**src/rtl/lbist_pkg.sv**
```systemverilog
package lbist_pkg;

  typedef enum logic [2:0] {
    ST_IDLE  = 3'd0,
    ST_SHIFT = 3'd1,
    ST_CAPT  = 3'd2,
    ST_UNLD  = 3'd3,
    ST_DONE  = 3'd4
  } lbist_state_e;

endpackage

```
**src/rtl/lbist_prpg.sv**
```systemverilog
module lbist_prpg #(
  parameter int              W    = 33,
  parameter logic [W-1:0]    POLY = 33'h1_0100_8080
) (
  input  logic         clk,
  input  logic         rst_n,
  input  logic         load,
  input  logic [W-1:0] seed,
  input  logic         step,
  output logic [W-1:0] state_o
);

  function automatic logic [W-1:0] next_state(input logic [W-1:0] s);
    logic fb;
    fb = ^(s & POLY);
    return {s[W-2:0], fb};
  endfunction

  logic [W-1:0] seed_fix;
  logic [W-1:0] st_q;

  assign seed_fix = (seed == '0) ? W'(1) : seed;

  always_ff @(posedge clk or negedge rst_n) begin
    if (!rst_n)    st_q <= W'(1);
    else if (load) st_q <= seed_fix;
    else if (step) st_q <= next_state(st_q);
  end

  assign state_o = st_q;

endmodule

```
**src/rtl/lbist_phase_shift.sv**
```systemverilog
module lbist_phase_shift #(
  parameter int GW  = 33,
  parameter int NCH = 16,
  parameter int OA  = 7,
  parameter int OB  = 19
) (
  input  logic [GW-1:0]  gen,
  output logic [NCH-1:0] chan
);

  function automatic logic spread(input logic [GW-1:0] g, input int c);
    return g[c % GW] ^ g[(c + OA) % GW] ^ g[(c + OB) % GW];
  endfunction

  for (genvar c = 0; c < NCH; c++) begin : g_chan
    assign chan[c] = spread(gen, c);
  end

endmodule

```
**src/rtl/lbist_misr.sv**
```systemverilog
module lbist_misr #(
  parameter int              MW   = 32,
  parameter int              NIN  = 16,
  parameter logic [MW-1:0]   POLY = 32'h8020_0003
) (
  input  logic           clk,
  input  logic           rst_n,
  input  logic           load,
  input  logic [MW-1:0]  init,
  input  logic           step,
  input  logic [NIN-1:0] din,
  output logic [MW-1:0]  sig_o
);

  localparam int PADW = MW - NIN;

  function automatic logic [MW-1:0] fold(input logic [MW-1:0] s, input logic [NIN-1:0] d);
    logic fb;
    fb = ^(s & POLY);
    return {s[MW-2:0], fb} ^ {{PADW{1'b0}}, d};
  endfunction

  logic [MW-1:0] sig_q;

  always_ff @(posedge clk or negedge rst_n) begin
    if (!rst_n)    sig_q <= '0;
    else if (load) sig_q <= init;
    else if (step) sig_q <= fold(sig_q, din);
  end

  assign sig_o = sig_q;

endmodule

```
**src/rtl/lbist_seq.sv**
```systemverilog
module lbist_seq
  import lbist_pkg::*;
#(
  parameter int CNT_W    = 16,
  parameter int LEN_W    = 12,
  parameter int PAT_DFLT = 10000
) (
  input  logic             clk,
  input  logic             rst_n,
  input  logic             start,
  input  logic [CNT_W-1:0] npat_i,
  input  logic [LEN_W-1:0] klen_i,
  output logic             load_o,
  output logic             scan_en_o,
  output logic             capture_o,
  output logic             busy_o,
  output logic             done_o,
  output logic [LEN_W-1:0] k_eff_o
);

  lbist_state_e     state_q;
  logic [LEN_W-1:0] sidx_q, k_q;
  logic [CNT_W-1:0] pidx_q, npat_q;

  logic             run_start, shift_last, pat_last;
  logic [LEN_W-1:0] k_in;
  logic [CNT_W-1:0] n_in;

  assign run_start  = start && (state_q == ST_IDLE || state_q == ST_DONE);
  assign shift_last = (sidx_q == k_q - LEN_W'(1));
  assign pat_last   = (pidx_q == npat_q - CNT_W'(1));
  assign k_in       = (klen_i == '0) ? LEN_W'(1) : klen_i;
  assign n_in       = (npat_i == '0) ? CNT_W'(PAT_DFLT) : npat_i;

  always_ff @(posedge clk or negedge rst_n) begin
    if (!rst_n) begin
      state_q <= ST_IDLE;
      sidx_q  <= '0;
      pidx_q  <= '0;
      k_q     <= '0;
      npat_q  <= '0;
    end else begin
      case (state_q)
        ST_IDLE, ST_DONE: begin
          if (run_start) begin
            k_q     <= k_in;
            npat_q  <= n_in;
            sidx_q  <= '0;
            pidx_q  <= '0;
            state_q <= ST_SHIFT;
          end
        end
        ST_SHIFT: begin
          if (shift_last) begin
            sidx_q  <= '0;
            state_q <= ST_CAPT;
          end else begin
            sidx_q <= sidx_q + LEN_W'(1);
          end
        end
        ST_CAPT: begin
          pidx_q  <= pidx_q + CNT_W'(1);
          state_q <= pat_last ? ST_UNLD : ST_SHIFT;
        end
        ST_UNLD: begin
          if (shift_last) begin
            sidx_q  <= '0;
            state_q <= ST_DONE;
          end else begin
            sidx_q <= sidx_q + LEN_W'(1);
          end
        end
        default: state_q <= ST_IDLE;
      endcase
    end
  end

  assign load_o    = run_start;
  assign scan_en_o = (state_q == ST_SHIFT) || (state_q == ST_UNLD);
  assign capture_o = (state_q == ST_CAPT);
  assign busy_o    = scan_en_o || capture_o;
  assign done_o    = (state_q == ST_DONE);
  assign k_eff_o   = k_q;

endmodule

```
**src/rtl/lbist_ctrl.sv**
```systemverilog
module lbist_ctrl #(
  parameter int                 GEN_W     = 33,
  parameter logic [GEN_W-1:0]   GEN_POLY  = 33'h1_0100_8080,
  parameter int                 NCH       = 16,
  parameter int                 MISR_W    = 32,
  parameter logic [MISR_W-1:0]  MISR_POLY = 32'h8020_0003,
  parameter int                 PS_OFS_A  = 7,
  parameter int                 PS_OFS_B  = 19,
  parameter int                 CNT_W     = 16,
  parameter int                 LEN_W     = 12,
  parameter int                 PAT_DFLT  = 10000
) (
  input  logic              clk,
  input  logic              rst_n,
  input  logic              start,
  input  logic [GEN_W-1:0]  seed_i,
  input  logic [MISR_W-1:0] sig_init_i,
  input  logic [CNT_W-1:0]  npat_i,
  input  logic [LEN_W-1:0]  klen_i,
  input  logic [MISR_W-1:0] sig_expect_i,
  input  logic [NCH-1:0]    scan_out_i,
  output logic              scan_en_o,
  output logic [NCH-1:0]    scan_in_o,
  output logic              capture_o,
  output logic              busy_o,
  output logic              done_o,
  output logic              pass_o,
  output logic [MISR_W-1:0] signature_o
);

  logic              load;
  logic [LEN_W-1:0]  k_eff;
  logic [GEN_W-1:0]  gen_q;
  logic [NCH-1:0]    ps_out;
  logic [MISR_W-1:0] expect_q;

  lbist_seq #(
    .CNT_W(CNT_W), .LEN_W(LEN_W), .PAT_DFLT(PAT_DFLT)
  ) u_seq (
    .clk(clk), .rst_n(rst_n), .start(start),
    .npat_i(npat_i), .klen_i(klen_i),
    .load_o(load), .scan_en_o(scan_en_o), .capture_o(capture_o),
    .busy_o(busy_o), .done_o(done_o), .k_eff_o(k_eff)
  );

  lbist_prpg #(.W(GEN_W), .POLY(GEN_POLY)) u_prpg (
    .clk(clk), .rst_n(rst_n), .load(load), .seed(seed_i),
    .step(scan_en_o), .state_o(gen_q)
  );

  lbist_phase_shift #(
    .GW(GEN_W), .NCH(NCH), .OA(PS_OFS_A), .OB(PS_OFS_B)
  ) u_ps (
    .gen(gen_q), .chan(ps_out)
  );

  lbist_misr #(.MW(MISR_W), .NIN(NCH), .POLY(MISR_POLY)) u_misr (
    .clk(clk), .rst_n(rst_n), .load(load), .init(sig_init_i),
    .step(scan_en_o), .din(scan_out_i), .sig_o(signature_o)
  );

  always_ff @(posedge clk or negedge rst_n) begin
    if (!rst_n)    expect_q <= '0;
    else if (load) expect_q <= sig_expect_i;
  end

  assign scan_in_o = scan_en_o ? ps_out : '0;
  assign pass_o    = done_o && (signature_o == expect_q);

endmodule

```
**config.mk**
```make
export PLATFORM = sky130hd
export DESIGN_NAME = lbist_ctrl
export DESIGN_NICKNAME = d
export VERILOG_FILES = /design/src/rtl/lbist_pkg.sv /design/src/rtl/lbist_prpg.sv /design/src/rtl/lbist_phase_shift.sv /design/src/rtl/lbist_misr.sv /design/src/rtl/lbist_seq.sv /design/src/rtl/lbist_ctrl.sv
export SDC_FILE = /design/constraint.sdc
export NUM_CORES = 1
export LEC_CHECK = 0
export ABC_AREA = 1
export BUFFER_PORTS_ARGS = -buffer_cell sky130_fd_sc_hd__buf_2
export CAP_MARGIN = 20
export CORE_MARGIN = 5
export CORE_UTILIZATION = 58
export DETAILED_ROUTE_END_ITERATION = 7
export PLACE_DENSITY = 0.83
export SLEW_MARGIN = 20
export SYNTH_ARGS = -nofsm -noshare
export SYNTH_HDL_FRONTEND = slang
export SYNTH_SLANG_ARGS = --single-unit
```
**constraint.sdc**
```tcl
create_clock -name clk -period 3.1 [get_ports clk]
set_input_delay 0 -clock clk [delete_from_list [all_inputs] [get_ports clk]]
set_output_delay 0 -clock clk [all_outputs]
set_load 0.03 [all_outputs]
```
==> summary by stage, run 1 <==
Logic synthesis
The library cell with the largest summed area after synthesis is sky130_fd_sc_hd__dfrtp_1. The cell area after synthesis is between 0.008 and 0.009 mm2. In the synthesized netlist the dominant register cell turns out to be sky130_fd_sc_hd__dfrtp_1. The fraction of synthesized cell area taken by the top area cell type is 43.2%.

The count of synthesis-stage warnings from yosys is 0. In this run, synthesis produced a sequential element count of 156. The count of flip-flops with a built-in enable after synthesis is 0. The synthesized net count is 1316. The synthesized area divided by synthesized cell count is 7.69 um2. The fraction of registers with async set/reset is 100%.

The number of different library cells used by synthesis comes to between 40 and 50. Synthesis produced a netlist whose cell count is about 1.2k. Sorting the synthesized cells by area gives the leading types as sky130_fd_sc_hd__dfrtp_1 43%, sky130_fd_sc_hd__nand2_1 14%, sky130_fd_sc_hd__xor2_1 5.9%. The sequential fraction of the synthesis area is 43.5%.

Global route
The number of global-route vias before repair is 10.1k. The global-route wire length before repair is 50300 um. In the global route stage, overall resource usage came out at 35.0%. Entering global routing, the biggest net connects 80 pins.

Global routing finished with a remaining overflow of 0. The number of antenna violations at the first check in global routing is 0.

Placement
The detailed placement HPWL is about 18000 um. The port buffer count is 196. The routability-driven placement congestion ratio is 0.910. The placed instance count is 1520. The placed instances occupy a cell area of about 0.010 mm2.

STA
The number of hold-slack violations in the final timing report was 0. After routing, the total negative slack on setup checks comes to 0 ns. The fmax is 387 MHz. The number of endpoints failing setup at the final stage is 0. Setup repair after global routing left no endpoint under its margin. The transition time at the pin with the least slew margin is between 0.8 and 0.9 ns.

The final critical path takes up 83.4% of the cycle. The total count of max-transition violations in the final report is 0. The worst clock skew is 0.0154 ns. The headroom to the max-slew limit is ~45%.

The routed design could run at a clock period as short as between 2 and 3 ns.

Setup path
The endpoint identified for the worst register-to-register timing path is u_misr.sig_o[12]$_DFFE_PN0P_. Walking the worst path, the cells encountered are nor2_1 > inv_2 > nor2_8 > buf_4 > nand2_1 > a22oi_1 > dlygate4sd3_1. The critical path launch point type is a register. The critical path data required time is 3.47 ns. STA classifies the critical path endpoint as a register. The worst register-to-register path has a setup slack of approximately 0.5 ns.

Of all nets on the critical path, the largest fanout is roughly 80. The critical path in this run is classified as register to register. STA puts the critical path data arrival time at 2.95 ns.

In this run the critical register-to-register path is launched from u_seq.state_q[1]$_DFFE_PN0P_. On the worst path, the slowest cell contributes a delay of roughly 0.66 ns. The worst register-to-register path has a depth of 7. Among all stages on the critical path, the largest delay is contributed by sky130_fd_sc_hd__buf_4.

Floorplan
In this run the vertical extent of the chip is ~130 um. The core region is 0.0152 mm2. For this configuration, the core starts out at a cell density of 59.0%.

The horizontal die dimension is roughly 130 um. The full die area is roughly 0.018 mm2. The number of top-level design ports is between 150 and 200. The number of placement rows is 45.

Drt
The number of routed nets with antenna violations is 0. The average wire length per cell after detail routing is 18.5 um. The count of unresolved DRC violations after routing is 0. After the first detailed-routing iteration, the DRC count stood at 968. Using the TritonRoute via totals, the vias-per-cell ratio works out to approximately 6. Wires add up to 31300 um. The vias after detailed routing is between 9k and 10k.

Before antenna repair, the detailed router went through 6 iterations.

Finish
The finished layout holds around 1.7k standard cells, fillers aside. From synthesis to final layout, the design area changed by 34.5%. The share of final-layout standard cells stronger than drive strength 1 is 19.2%. Leaving out fill and tap cells, the most frequent cells in the layout are 346 x sky130_fd_sc_hd__nand2_1, 195 x sky130_fd_sc_hd__buf_2, 155 x sky130_fd_sc_hd__dfrtp_1. The post-route standard cell area excluding fillers is about 0.012 mm2. The final layout contains between 1.5k and 2k nets. The most common cell after layout, fill and taps aside is sky130_fd_sc_hd__nand2_1.

CTS
After clock tree synthesis, the clock-pin slew on the worst setup and hold paths is 0.07 ns. In this run the deepest clock path goes through 2 buffers. The clock tree from TritonCTS is done. The H-tree depth is 4. Counting every sink on the clock net gives ~160. The later-pin clock latency in the skew report is 0.43 ns. The total CTS buffers is 17. The root buffer cell is sky130_fd_sc_hd__clkbuf_16.

Power and ir drop
The largest voltage drop on the vdd net is 1.37 mV. The analysis attributes to cell leakage a power of 5.90 nW. For this design the ratio of total power to cell area is 1080 mW/mm2.

Min path
The destination of the worst hold path is u_misr.sig_o[7]$_DFFE_PN0P_. The hold path startpoint is scan_out_i[7]. The number of stages on the worst hold path is 4. The worst hold path belongs to the class input pin to register.

Run
Across the run, the number of max-cap violations was 0.

Status
The run finished with clean final reports.
==> worst max path at each step <==
stage	startpoint	to
2_1_floorplan	u_seq.state_q[1]$_DFFE_PN0P_	pass_o
3_3_place_gp	u_seq.state_q[1]$_DFFE_PN0P_	u_seq.sidx_q[2]$_DFFE_PN0P_
3_5_place_dp	u_seq.state_q[1]$_DFFE_PN0P_	u_seq.sidx_q[2]$_DFFE_PN0P_
4_1_cts	u_seq.state_q[1]$_DFFE_PN0P_	u_misr.sig_o[12]$_DFFE_PN0P_
5_1_grt	u_seq.state_q[1]$_DFFE_PN0P_	u_misr.sig_o[12]$_DFFE_PN0P_
6_report	u_seq.state_q[1]$_DFFE_PN0P_	u_misr.sig_o[12]$_DFFE_PN0P_
==> layer usage <==
| metal | part of all wire (%) | wire [um] | track usage (%) | vias to the layer above |
|---|---|---|---|---|
| met5 | 0 | 0 | 0 | - |
| met4 | 6.3 | 1970 | 19.9 | 0 |
| met3 | 8.5 | 2660 | 9.04 | 195 |
| met2 | 49 | 15300 | 58.7 | 698 |
| met1 | 36 | 11400 | 40.8 | 4628 |
| li1 | - | - | - | 4442 |
==> synth_stat cells (15+ instances only) <==
cell / count
sky130_fd_sc_hd__nand2_1: 346
sky130_fd_sc_hd__o221ai_1: 16
sky130_fd_sc_hd__nand3_1: 37
sky130_fd_sc_hd__nor2_1: 112
sky130_fd_sc_hd__xor2_1: 60
sky130_fd_sc_hd__o21ai_0: 98
sky130_fd_sc_hd__nor4_1: 15
sky130_fd_sc_hd__o22ai_1: 16
sky130_fd_sc_hd__o21ai_1: 19
sky130_fd_sc_hd__xnor2_1: 29
sky130_fd_sc_hd__dfrtp_1: 155
sky130_fd_sc_hd__buf_2: 23
sky130_fd_sc_hd__inv_1: 91
sky130_fd_sc_hd__a21oi_1: 24
==> stage by stage <==
stage          power, W  util, %  hold WS, ns  setup slack, ns
6_report         0.0131     79.4       0.0605            0.514
5_1_grt          0.0139     79.4       0.0726            0.399
4_1_cts          0.0127     79.4       0.0552            0.707
3_5_place_dp     0.0102     66.4       0.0718             1.12
3_3_place_gp     0.0101     66.4       0.0689             1.20
2_1_floorplan   0.00851        -       -0.296             1.07
==> state kept, by name, summed over array words and instances (netlist names) <==
signal	count
u_prpg.state_o	33
expect_q	32
u_misr.sig_o	32
u_seq.npat_q	16
u_seq.pidx_q	16
u_seq.k_eff_o	12
u_seq.sidx_q	12
u_seq.state_q	3
==> where the power goes <==
| group | switching, W | internal, W | leakage, nW |
|---|---|---|---|
| registers | 0.00111 | 0.00297 | 1.91 |
| logic | 0.00441 | 0.00250 | 3.72 |
| clock network | 0.000931 | 0.00115 | 0.266 |
| total | 0.00644 | 0.00662 | 5.90 |
==> final cells by class <==
class / count / area (um2)
Clock inverter: 13 / 134
Multi-Input combinational cell: 865 / 4480
Clock buffer: 19 / 443
Tap cell: 188 / 235
Inverter: 104 / 390
Timing Repair Buffer: 347 / 2480
Sequential cell: 156 / 3910
Antenna cell: 1 / 2.50
Fill cell: 948 / 3130
==> cell families after synthesis <==
kind of cell / synth area share [%]
AND/OR/NAND/NOR: 27.6
AO/OA/AOI/OAI: 12.9
multiplexers: 0.237
XOR/XNOR: 8.68
buffers and inverters: 6.55
adder cells (fa/ha/maj): 0.558
flip-flops: 43.5
==> critical path, delay by kind of cell (launching register included) <==
kind,cells,cell delay [ns]
AOI/OAI and AO/OA,1,0.25
DFF,1,0.44
and+or+nand+nor,3,0.44
buffers and inverters,3,1.35
==> timing repair <==
item / CTS / global route
buffers inserted: 0 / 0
endpoints found under the hold margin: 199 / 0
hold buffers: 140 / 0
resized for setup: 0 / 0
Power figures use the tool's default switching activity.
==> run 2, diff against run 1 <==
Settings changed: CORE_UTILIZATION 58 to 55, PLACE_DENSITY 0.83 to 0.8.
Clock period 3.1 ns to 2.5 ns, I/O delays scaled along.
==> summary by stage, run 2 (same netlist as run 1, synthesis figures left out) <==
Setup path
The critical path launch point type is a register (unchanged). The path type of the worst setup path is register to register (unchanged). The worst reg-to-reg path cell count came to 8 (was 7). The worst-path maximum fanout is 86 (was 79). The critical path data required time is 2.86 ns (was 3.47 ns). The element type at the critical path end is a register (unchanged). The data arrival time of the worst path came to 2.76 ns (was 2.95 ns).

Drt
The post-detailed-route via-to-cell ratio is 5.61 (was 5.88). The number of DRC markers in iteration 0 is 964 (was 968). The final routed wirelength across all metal layers is 28900 um (was 31300 um).

The count of unresolved DRC violations after routing is 0 (unchanged). The vias after detailed routing was 9647 (was 9963). The average wire length per cell after detail routing is 16.8 um (was 18.5 um). The number of routed nets with antenna violations is 0 (unchanged). The length of the first detailed-routing pass in iterations is 7 (was 6).

Power and ir drop
The leakage power was 5.94 nW (was 5.90 nW). The ratio of total power to cell area is 1330 mW/mm2 (was 1080 mW/mm2). The largest voltage drop on the vdd net is 1.51 mV (was 1.37 mV). The total power is 0.0162 W (was 0.0131 W).

Finish
The count of nets after finishing was 1639 (unchanged). The share of the core filled with cells is 76.4% (was 79.4%). The share of final-layout standard cells stronger than drive strength 1 is 19.5% (was 19.2%). The flip-flop count of the largest register after layout came to 33 (unchanged). The post-route standard cell area excluding fillers is 0.0122 mm2 (was 0.0121 mm2). The most common cell after layout, fill and taps aside is sky130_fd_sc_hd__nand2_1 (unchanged). Commonest cells after routing, fill and taps aside: 346 x sky130_fd_sc_hd__nand2_1, 195 x sky130_fd_sc_hd__buf_2, 155 x sky130_fd_sc_hd__dfrtp_1 (unchanged). The count of antenna diodes in the layout is 0 (was 1).

The signed area change from the synthesized netlist to the final layout is 35.8% (was 34.5%).

CTS
The clock transition time at the flip-flop clock pins of the worst setup and hold paths is 0.07 ns (about the same). The deepest clock path buffer count is 2 (unchanged). The root buffer cell is sky130_fd_sc_hd__clkbuf_16 (unchanged).

The clock tree from TritonCTS is done (unchanged). The clock net sink count was 156 (unchanged). The total CTS buffers is 17 (unchanged). The H-tree depth is 4 (unchanged). The later-pin clock latency in the skew report was 0.43 ns (about the same).

STA
The ratio of final minimum period to clock period is 96.1% (was 83.4%). The worst clock skew is 0.0131 ns (was 0.0154 ns). The transition time at the pin with the least slew margin came to 0.658 ns (was 0.830 ns). The total count of max-transition violations in the final report is 0 (unchanged). The sum of negative setup slack was 0 ns (unchanged). Unrepaired setup endpoints after global routing: false (unchanged). The fmax is 416 MHz (was 387 MHz). The number of endpoints failing setup at the final stage is 0 (unchanged).

The number of hold-slack violations in the final timing report is 1 (was 0). The final worst hold slack was -0.00225 ns (was 0.0605 ns). The headroom to the max-slew limit came to 56.1% (was 44.7%). The clock period minus final worst setup slack was 2.40 ns (was 2.59 ns).

Global route
The number of antenna violations at the first check in global routing came to 0 (unchanged). The overall overflow remaining after global route is 0 (unchanged). The total routing usage reported by global routing is 31.2% (was 35.0%).

The largest net degree at the start of global routing is 93 (was 80). The number of global-route vias before repair was 9719 (was 10.1k). The global-route wire length before repair was 46600 um (was 50300 um).

Run
The max-cap check violation count is 0 (unchanged).

Placement
The detailed placement HPWL was 18200 um (about the same). The total placed instance area is 0.0102 mm2 (was 0.0101 mm2). The port buffer count was 196 (unchanged). The routability-driven placement congestion ratio is 0.944 (was 0.910).

Floorplan
The number of placement rows came to 46 (was 45). The initial core utilization is 56.3% (was 59.0%). The horizontal die dimension is 138 um (was 134 um). The floorplan die height is 138 um (was 134 um). The number of top-level design ports is 197 (unchanged). The standard cell core area is 0.0159 mm2 (was 0.0152 mm2). The full die area was 0.0190 mm2 (was 0.0181 mm2).

Status
The final reports fail on hold timing. Result of the run: finished with violations (was complete, no violations).

Min path
The class of the tightest hold or removal check is input pin to register (unchanged). The number of stages on the worst hold path is 4 (unchanged).
-- run 2: area by class of cell --
type                       count  area [um2]
multi-input combinational    865        4490
sequential                   156        3910
timing repair buffer         347        2520
inverter                     104         390
fill                        1084        3760
clock inverter                13         154
tap                          216         270
clock buffer                  19         453
-- run 2: path summary, 6_finish.rpt --
path | startpoint | end | slack [ns]
min in group asynchronous | rst_n | expect_q[14]$_DFFE_PN0P_ | 0.14
max reg2reg | u_seq.state_q[1]$_DFFE_PN0P_ | u_misr.sig_o[3]$_DFFE_PN0P_ | 0.1
max | u_seq.state_q[1]$_DFFE_PN0P_ | u_misr.sig_o[3]$_DFFE_PN0P_ | 0.1
min | scan_out_i[15] | u_misr.sig_o[15]$_DFFE_PN0P_ | -0.002
min reg2reg | expect_q[16]$_DFFE_PN0P_ | expect_q[16]$_DFFE_PN0P_ | 0.49
max in group asynchronous | rst_n | u_seq.npat_q[2]$_DFFE_PN0P_ | 1.45
-- run 2: timing repair --
| action | in CTS | in global routing |
|---|---|---|
| endpoints found under the setup margin | 0 | 8 |
| hold buffers | 138 | 0 |
| hold endpoints to repair | 194 | 0 |
| buffers inserted | 0 | 2 |
| gates resized for setup | 0 | 2 |
-- run 2: per-layer routing --
layer  global-route usage [%]  share of wire [%]  wire, um
met4                     17.7                5.1      1470
met2                     52.6                 49     14100
met1                     37.2                 39     11200
met5                        0                  0         0
met3                     6.25                7.5      2160
-- run 2: critical path, cell delays in order (launching register included) --
cell and delay, ns:
sky130_fd_sc_hd__dfrtp_1 0.43, sky130_fd_sc_hd__nor2_1 0.10, sky130_fd_sc_hd__inv_2 0.12, sky130_fd_sc_hd__nor2_8 0.06
sky130_fd_sc_hd__inv_2 0.24, sky130_fd_sc_hd__buf_12 0.35, sky130_fd_sc_hd__o21ai_0 0.21, sky130_fd_sc_hd__a21oi_1 0.20
sky130_fd_sc_hd__dlygate4sd3_1 0.59
-- run 2: through the flow --
step	setup slack (ns)	hold slack [ns]	instances
after floorplan	0.467	-0.296	1168
after global placement	0.606	0.0480	1548
after detailed placement	0.520	0.0520	1548
after CTS	0.0623	0.000540	1718
after global routing	0.0271	0.00525	1720
final	0.0982	-0.00225	1720
-- run 2: where the power goes --
part	switching, W	internal (W)
clock network	0.00109	0.00155
logic	0.00537	0.00315
registers	0.00133	0.00369
